## src/rtl/cache_tag_pkg.sv

```systemverilog
package cache_tag_pkg;
  typedef enum logic [1:0] {
    OP_FETCH  = 2'd0,
    OP_LOAD   = 2'd1,
    OP_STORE  = 2'd2,
    OP_MODIFY = 2'd3
  } acc_op_e;
endpackage

```

## src/rtl/cache_tag_lookup.sv

```systemverilog
module cache_tag_lookup #(
  parameter int WAYS  = 4,
  parameter int TAG_W = 59,
  parameter int TS_W  = 32,
  parameter int WAY_W = 2
) (
  input  logic [WAYS-1:0]            valid_i,
  input  logic [WAYS-1:0][TAG_W-1:0] tags_i,
  input  logic [WAYS-1:0][TS_W-1:0]  stamps_i,
  input  logic [TAG_W-1:0]           tag_i,
  output logic                       hit_o,
  output logic [WAY_W-1:0]           hit_way_o,
  output logic                       free_o,
  output logic [WAY_W-1:0]           free_way_o,
  output logic [WAY_W-1:0]           victim_way_o
);
  always_comb begin
    hit_o     = 1'b0;
    hit_way_o = '0;
    for (int w = 0; w < WAYS; w++) begin
      if (!hit_o && valid_i[w] && tags_i[w] == tag_i) begin
        hit_o     = 1'b1;
        hit_way_o = WAY_W'(w);
      end
    end
  end

  // scan downward so the lowest invalid way wins
  always_comb begin
    free_o     = 1'b0;
    free_way_o = '0;
    for (int w = WAYS - 1; w >= 0; w--) begin
      if (!valid_i[w]) begin
        free_o     = 1'b1;
        free_way_o = WAY_W'(w);
      end
    end
  end

  generate
    if (WAYS == 1) begin : g_dm
      assign victim_way_o = '0;
    end else begin : g_lru
      logic [TS_W-1:0] best;
      always_comb begin
        best         = stamps_i[0];
        victim_way_o = '0;
        for (int w = 1; w < WAYS; w++) begin
          if (stamps_i[w] < best) begin // strict: ties keep the lower way
            best         = stamps_i[w];
            victim_way_o = WAY_W'(w);
          end
        end
      end
    end
  endgenerate
endmodule

```

## src/rtl/cache_tag_counters.sv

```systemverilog
module cache_tag_counters #(
  parameter int CNT_W = 32
) (
  input  logic             clk_i,
  input  logic             rst_ni,
  input  logic             fire_i,
  input  logic             modify_i,
  input  logic             hit_i,
  input  logic             evict_i,
  output logic [CNT_W-1:0] hit_cnt_o,
  output logic [CNT_W-1:0] miss_cnt_o,
  output logic [CNT_W-1:0] evict_cnt_o
);
  logic [CNT_W-1:0] hit_inc;
  assign hit_inc = CNT_W'(hit_i) + CNT_W'(modify_i);

  always_ff @(posedge clk_i or negedge rst_ni) begin
    if (!rst_ni) begin
      hit_cnt_o   <= '0;
      miss_cnt_o  <= '0;
      evict_cnt_o <= '0;
    end else if (fire_i) begin
      hit_cnt_o   <= hit_cnt_o + hit_inc;
      miss_cnt_o  <= miss_cnt_o + CNT_W'(!hit_i);
      evict_cnt_o <= evict_cnt_o + CNT_W'(evict_i);
    end
  end
endmodule

```

## src/rtl/cache_tag_tracker.sv

```systemverilog
module cache_tag_tracker
  import cache_tag_pkg::*;
#(
  parameter int ADDR_W   = 64,
  parameter int SET_BITS = 2,
  parameter int WAYS     = 4,
  parameter int BLK_BITS = 3,
  parameter int TS_W     = 32,
  parameter int CNT_W    = 32
) (
  input  logic              clk_i,
  input  logic              rst_ni,
  input  logic              req_valid_i,
  input  logic [1:0]        req_op_i,
  input  logic [ADDR_W-1:0] req_addr_i,
  output logic              rsp_valid_o,
  output logic              rsp_hit_o,
  output logic              rsp_miss_o,
  output logic              rsp_evict_o,
  output logic [CNT_W-1:0]  hit_cnt_o,
  output logic [CNT_W-1:0]  miss_cnt_o,
  output logic [CNT_W-1:0]  evict_cnt_o
);
  localparam int SETS  = 1 << SET_BITS;
  localparam int TAG_W = ADDR_W - SET_BITS - BLK_BITS;
  localparam int WAY_W = (WAYS > 1) ? $clog2(WAYS) : 1;

  logic [SETS-1:0][WAYS-1:0]            valid_q;
  logic [SETS-1:0][WAYS-1:0][TAG_W-1:0] tag_q;
  logic [SETS-1:0][WAYS-1:0][TS_W-1:0]  stamp_q;
  logic [TS_W-1:0]                      timer_q;

  acc_op_e             op;
  logic                fire, is_mod;
  logic [SET_BITS-1:0] set_idx;
  logic [TAG_W-1:0]    tag;
  logic [TS_W-1:0]     timer_nxt;

  assign op        = acc_op_e'(req_op_i);
  assign fire      = req_valid_i && (op != OP_FETCH);
  assign is_mod    = op == OP_MODIFY;
  assign set_idx   = req_addr_i[BLK_BITS +: SET_BITS];
  assign tag       = req_addr_i[ADDR_W-1 -: TAG_W];
  assign timer_nxt = timer_q + 1'b1;

  logic             hit, free;
  logic [WAY_W-1:0] hit_way, free_way, victim_way, upd_way;
  logic             evict;

  cache_tag_lookup #(
    .WAYS(WAYS), .TAG_W(TAG_W), .TS_W(TS_W), .WAY_W(WAY_W)
  ) u_lookup (
    .valid_i     (valid_q[set_idx]),
    .tags_i      (tag_q[set_idx]),
    .stamps_i    (stamp_q[set_idx]),
    .tag_i       (tag),
    .hit_o       (hit),
    .hit_way_o   (hit_way),
    .free_o      (free),
    .free_way_o  (free_way),
    .victim_way_o(victim_way)
  );

  assign evict   = !hit && !free;
  assign upd_way = hit ? hit_way : (free ? free_way : victim_way);

  always_ff @(posedge clk_i or negedge rst_ni) begin
    if (!rst_ni) begin
      valid_q <= '0;
      tag_q   <= '0;
      stamp_q <= '0;
      timer_q <= '0;
    end else if (fire) begin
      timer_q                    <= timer_nxt;
      stamp_q[set_idx][upd_way]  <= timer_nxt;
      if (!hit) begin
        tag_q[set_idx][upd_way]   <= tag;
        valid_q[set_idx][upd_way] <= 1'b1;
      end
    end
  end

  always_ff @(posedge clk_i or negedge rst_ni) begin
    if (!rst_ni) begin
      rsp_valid_o <= 1'b0;
      rsp_hit_o   <= 1'b0;
      rsp_miss_o  <= 1'b0;
      rsp_evict_o <= 1'b0;
    end else begin
      rsp_valid_o <= fire;
      rsp_hit_o   <= fire && hit;
      rsp_miss_o  <= fire && !hit;
      rsp_evict_o <= fire && evict;
    end
  end

  cache_tag_counters #(.CNT_W(CNT_W)) u_counters (
    .clk_i      (clk_i),
    .rst_ni     (rst_ni),
    .fire_i     (fire),
    .modify_i   (is_mod),
    .hit_i      (hit),
    .evict_i    (evict),
    .hit_cnt_o  (hit_cnt_o),
    .miss_cnt_o (miss_cnt_o),
    .evict_cnt_o(evict_cnt_o)
  );
endmodule

```

## config.mk

```make
export PLATFORM = sky130hd
export DESIGN_NAME = cache_tag_tracker
export DESIGN_NICKNAME = d
export VERILOG_FILES = /design/src/rtl/cache_tag_pkg.sv /design/src/rtl/cache_tag_lookup.sv /design/src/rtl/cache_tag_counters.sv /design/src/rtl/cache_tag_tracker.sv
export SDC_FILE = /design/constraint.sdc
export NUM_CORES = 2
export LEC_CHECK = 0
export BUFFER_PORTS_ARGS = -buffer_cell sky130_fd_sc_hd__buf_2
export CAP_MARGIN = 20
export CORE_MARGIN = 2
export CORE_UTILIZATION = 44
export CTS_CLUSTER_DIAMETER = 30
export DETAILED_ROUTE_END_ITERATION = 10
export MAX_ROUTING_LAYER = met4
export SETUP_SLACK_MARGIN = 0.3
export SLEW_MARGIN = 15
export SYNTH_ARGS = -nofsm -noshare
export SYNTH_HDL_FRONTEND = slang
export SYNTH_SLANG_ARGS = --single-unit
```

## constraint.sdc

```tcl
create_clock -name clk_i -period 9.4 [get_ports clk_i]
set_input_delay 1.88 -clock clk_i [delete_from_list [all_inputs] [get_ports clk_i]]
set_output_delay 1.88 -clock clk_i [all_outputs]
set_load 0.02 [all_outputs]
```

==> impl_metrics.env <==
export IMPL_setup_viol=1020
export IMPL_synth_common_cells="dfrtp_1, mux2_2, mux4_2"
export IMPL_routedWlPerCell_um=26.5
export IMPL_critPathMaxFanout=8
export IMPL_cpPeakStageDelay_ps=570
export IMPL_power_net_switching_w=0.0110
export IMPL_rsz0062_at_grt="yes"
export IMPL_initialDrtViolationCount=3469
export IMPL_hold_class="reg2reg"
export IMPL_async_flop_share_pct=100
export IMPL_via_count=49800
export IMPL_grt_max_degree=176
export IMPL_powerDensity_nw_per_um2=370
export IMPL_portBuffers=165
export IMPL_timing_critical_path_required_ps=10200
export IMPL_core_area_um2=174000
export IMPL_rows=153
export IMPL_start_util_pct=44.4
export IMPL_syn_inst=5441
export IMPL_drt_wl_total_um=232000
export IMPL_ys_warnings_count=0
export IMPL_synth_top_cell_area_share_pct=51.8
export IMPL_fmax_ghz=0.103
export IMPL_synth_cell_types=77
export IMPL_tightest_slew_ps=1140
export IMPL_die_y_um=424
export IMPL_placed_cell_area_um2=83700
export IMPL_drive_gt1_share_pct=50.2
export IMPL_yosys_top_cells_area="dfrtp_1, mux2_2, mux4_2, xnor2_1, mux2i_1"
export IMPL_synthesis_area_um2=77400
export IMPL_outcome="complete, but fails checks"
export IMPL_p_comb_share_pct=33.6
export IMPL_fin_ws_ps=-267
export IMPL_grt_pass1_wl_um=336000
export IMPL_p_leak_nw=46.8
export IMPL_crit_type="in2reg"
export IMPL_die_w_um=424
export IMPL_yosys_area_top_type="dfrtp_1"
export IMPL_period_share_pct=103
export IMPL_finalNetCount=6282
export IMPL_critical_path_most_common_cell="buf_12"
export IMPL_ff_latch_area_um2=40100
export IMPL_clkPwrFrac_pct=37.6
export IMPL_irDropWorstVdd_uv=276
export IMPL_finalPower_w=0.0373
export IMPL_grt_remaining_overflow=0
export IMPL_internal_power_w=0.0263
export IMPL_ys_seq_area_share_pct=51.8
export IMPL_die_area_um2=179000
export IMPL_tritoncts="yes"
export IMPL_fin_cells=8748
export IMPL_syn_nets=5612
export IMPL_r2r_slack_ps=670
export IMPL_antenna_found_initial=15
export IMPL_arrival_ps=10470
export IMPL_cts_sinks=1604
export IMPL_drv_cap=0
export IMPL_p_sw_share_pct=29.6
export IMPL_crit_path_start_kind="input pin"
export IMPL_gp_congestion=0.902
export IMPL_synth_edf_count=0
export IMPL_holdWs_ps=463
export IMPL_ys_ff_latch=1604
export IMPL_fillers=13500
export IMPL_numCtsBuffers=384
export IMPL_placedCellCount=7933
export IMPL_clk_path_buf_depth=4
export IMPL_slew_headroom_pct=23.7
export IMPL_clkLatencyLatePin_ps=950
export IMPL_synth_top_flop_cell="dfrtp_1"
export IMPL_finalCriticalPeriod_ps=9670
export IMPL_yosysMostFrequentCell="dfrtp_1"
export IMPL_cts_root_buf="clkbuf_16"
export IMPL_endpoint_kind="flop"
export IMPL_drt_first_pass_iters=7
export IMPL_drv_slew=0
export IMPL_seqPwrFrac_pct=28.8
export IMPL_clkTransAtPathRegs_ps=50
export IMPL_grt_pass1_vias=51500
export IMPL_crit_buf_inv=17
export IMPL_hpwl_um=142000
export IMPL_tns_ps=-143130
export IMPL_hold_viol_final=0
export IMPL_postSynthAreaPerCell_um2=14.2
export IMPL_design_area_um2=101000
export IMPL_pin_count=169
export IMPL_postRouteAntennaNets=0
export IMPL_syn_to_final_growth_pct=30.3
export IMPL_cts_htree_levels=5
export IMPL_clock_skew_ps=65.5
export IMPL_cp_slowest_cell="mux4_2"
export IMPL_crit_family="simple AND/OR/NAND/NOR gates"
export IMPL_vias_per_cell=5.69
export IMPL_multiInputGateArea_um2=36300
export IMPL_grt_usage_pct=25.5
export IMPL_violations="negative setup slack"
export IMPL_drc=0
## metrics by stage
| stage | worst slack [ps] | util, % |
|---|---|---|
| 3_3_place_gp | -1940 | 47.9 |
| 3_5_place_dp | -1870 | 48.0 |
| 5_1_grt | -490 | 57.9 |
| 2_1_floorplan | -713 | - |
| 4_1_cts | -95.5 | 56.4 |
| 6_report | -267 | 57.9 |
## what timing repair did
action	in CTS	in global routing
endpoints found under the setup margin	1472	1472
pin swaps	35	63
hold buffers	0	0
setup buffers	27	40
gates cloned	9	40
gates resized for setup	88	315
## cell families after synthesis
logic type	Yosys count	synth area share (%)
AOI/OAI and AO/OA	306	2.71
xor gates and xnor gates	312	3.53
muxes	1956	33.0
buffers and inverters	528	3.21
adders and majority gates	102	1.66
DFF	1604	51.8
and+or+nand+nor	633	4.05
## registers in the layout, indices dropped and copies added, names as in the netlist
| signal | flops |
|---|---|
| rsp_hit_o | 1 |
| u_counters.evict_cnt_o | 32 |
| u_counters.hit_cnt_o | 32 |
| u_counters.miss_cnt_o | 32 |
| stamp_q | 512 |
| rsp_valid_o | 1 |
| valid_q | 16 |
| tag_q | 944 |
| rsp_miss_o | 1 |
| rsp_evict_o | 1 |
| timer_q | 32 |
## layout make-up
type                    instances  area share [%]
diodes                          8          0.0198
inverters                      98           0.364
clock buffers                 478            10.6
clock inverters               212            2.99
repair buffers                714            7.35
multi-input cells            3309            36.0
flip-flops and latches       1604            39.8
well taps                    2325            2.88
## routing by layer
| metal | share of wire (%) | GRT usage, % | wire (µm) | vias to the layer above |
|---|---|---|---|---|
| met4 | 3.5 | 8.42 | 8020 | 0 |
| met2 | 49 | 40.6 | 112000 | 1395 |
| li1 | - | - | - | 21400 |
| met5 | 0 | - | 0 | - |
| met1 | 43 | 33.5 | 99500 | 26600 |
| met3 | 5.1 | 4.09 | 11800 | 462 |
## final timing paths
check / start / end / depth (start not counted)
min in group asynchronous: rst_ni / stamp_q[202] / 1
hold reg to reg: valid_q[4] / valid_q[4] / 1
setup reg to reg: stamp_q[441] / tag_q[712] / 40
hold / removal: valid_q[4] / valid_q[4] / 1
setup / recovery: req_addr_i[3] / tag_q[712] / 44
max in group asynchronous: rst_ni / u_counters.hit_cnt_o[25] / 3
## power groups by stage
stage	Combinational, W	Clock, W	Sequential, W
2_1_floorplan	0.00686	0	0.0103
3_3_place_gp	0.00996	0	0.0106
5_1_grt	0.0133	0.0146	0.0110
3_5_place_dp	0.0101	0	0.0107
6_report	0.0125	0.0140	0.0108
4_1_cts	0.0112	0.0142	0.0107
## cells in the final DEF, fill, tap and decap left out, types with 15 or more instances in the layout
cell type   instances
inv_1              94
mux2i_1           167
clkinvlp_4         35
buf_2             162
buf_16             16
bufinv_16          69
buf_12            118
o22ai_1            15
mux2_2           1119
clkbuf_16         420
clkbuf_1           27
a21oi_1            46
ha_1               89
and3_1             38
mux2_4            273
xnor2_1           237
nand3_1            74
nand4_1            55
buf_4             359
buf_6              20
nand2_1           193
xor2_1             64
clkbuf_8           59
mux4_2            296
dfrtp_1          1604
clkinv_2           72
nor2_1             91
mux2_1             87
clkinv_4           22
nor3_1             23
o21ai_0            52
nand2b_1           19
Power figures use the tool's default switching activity.
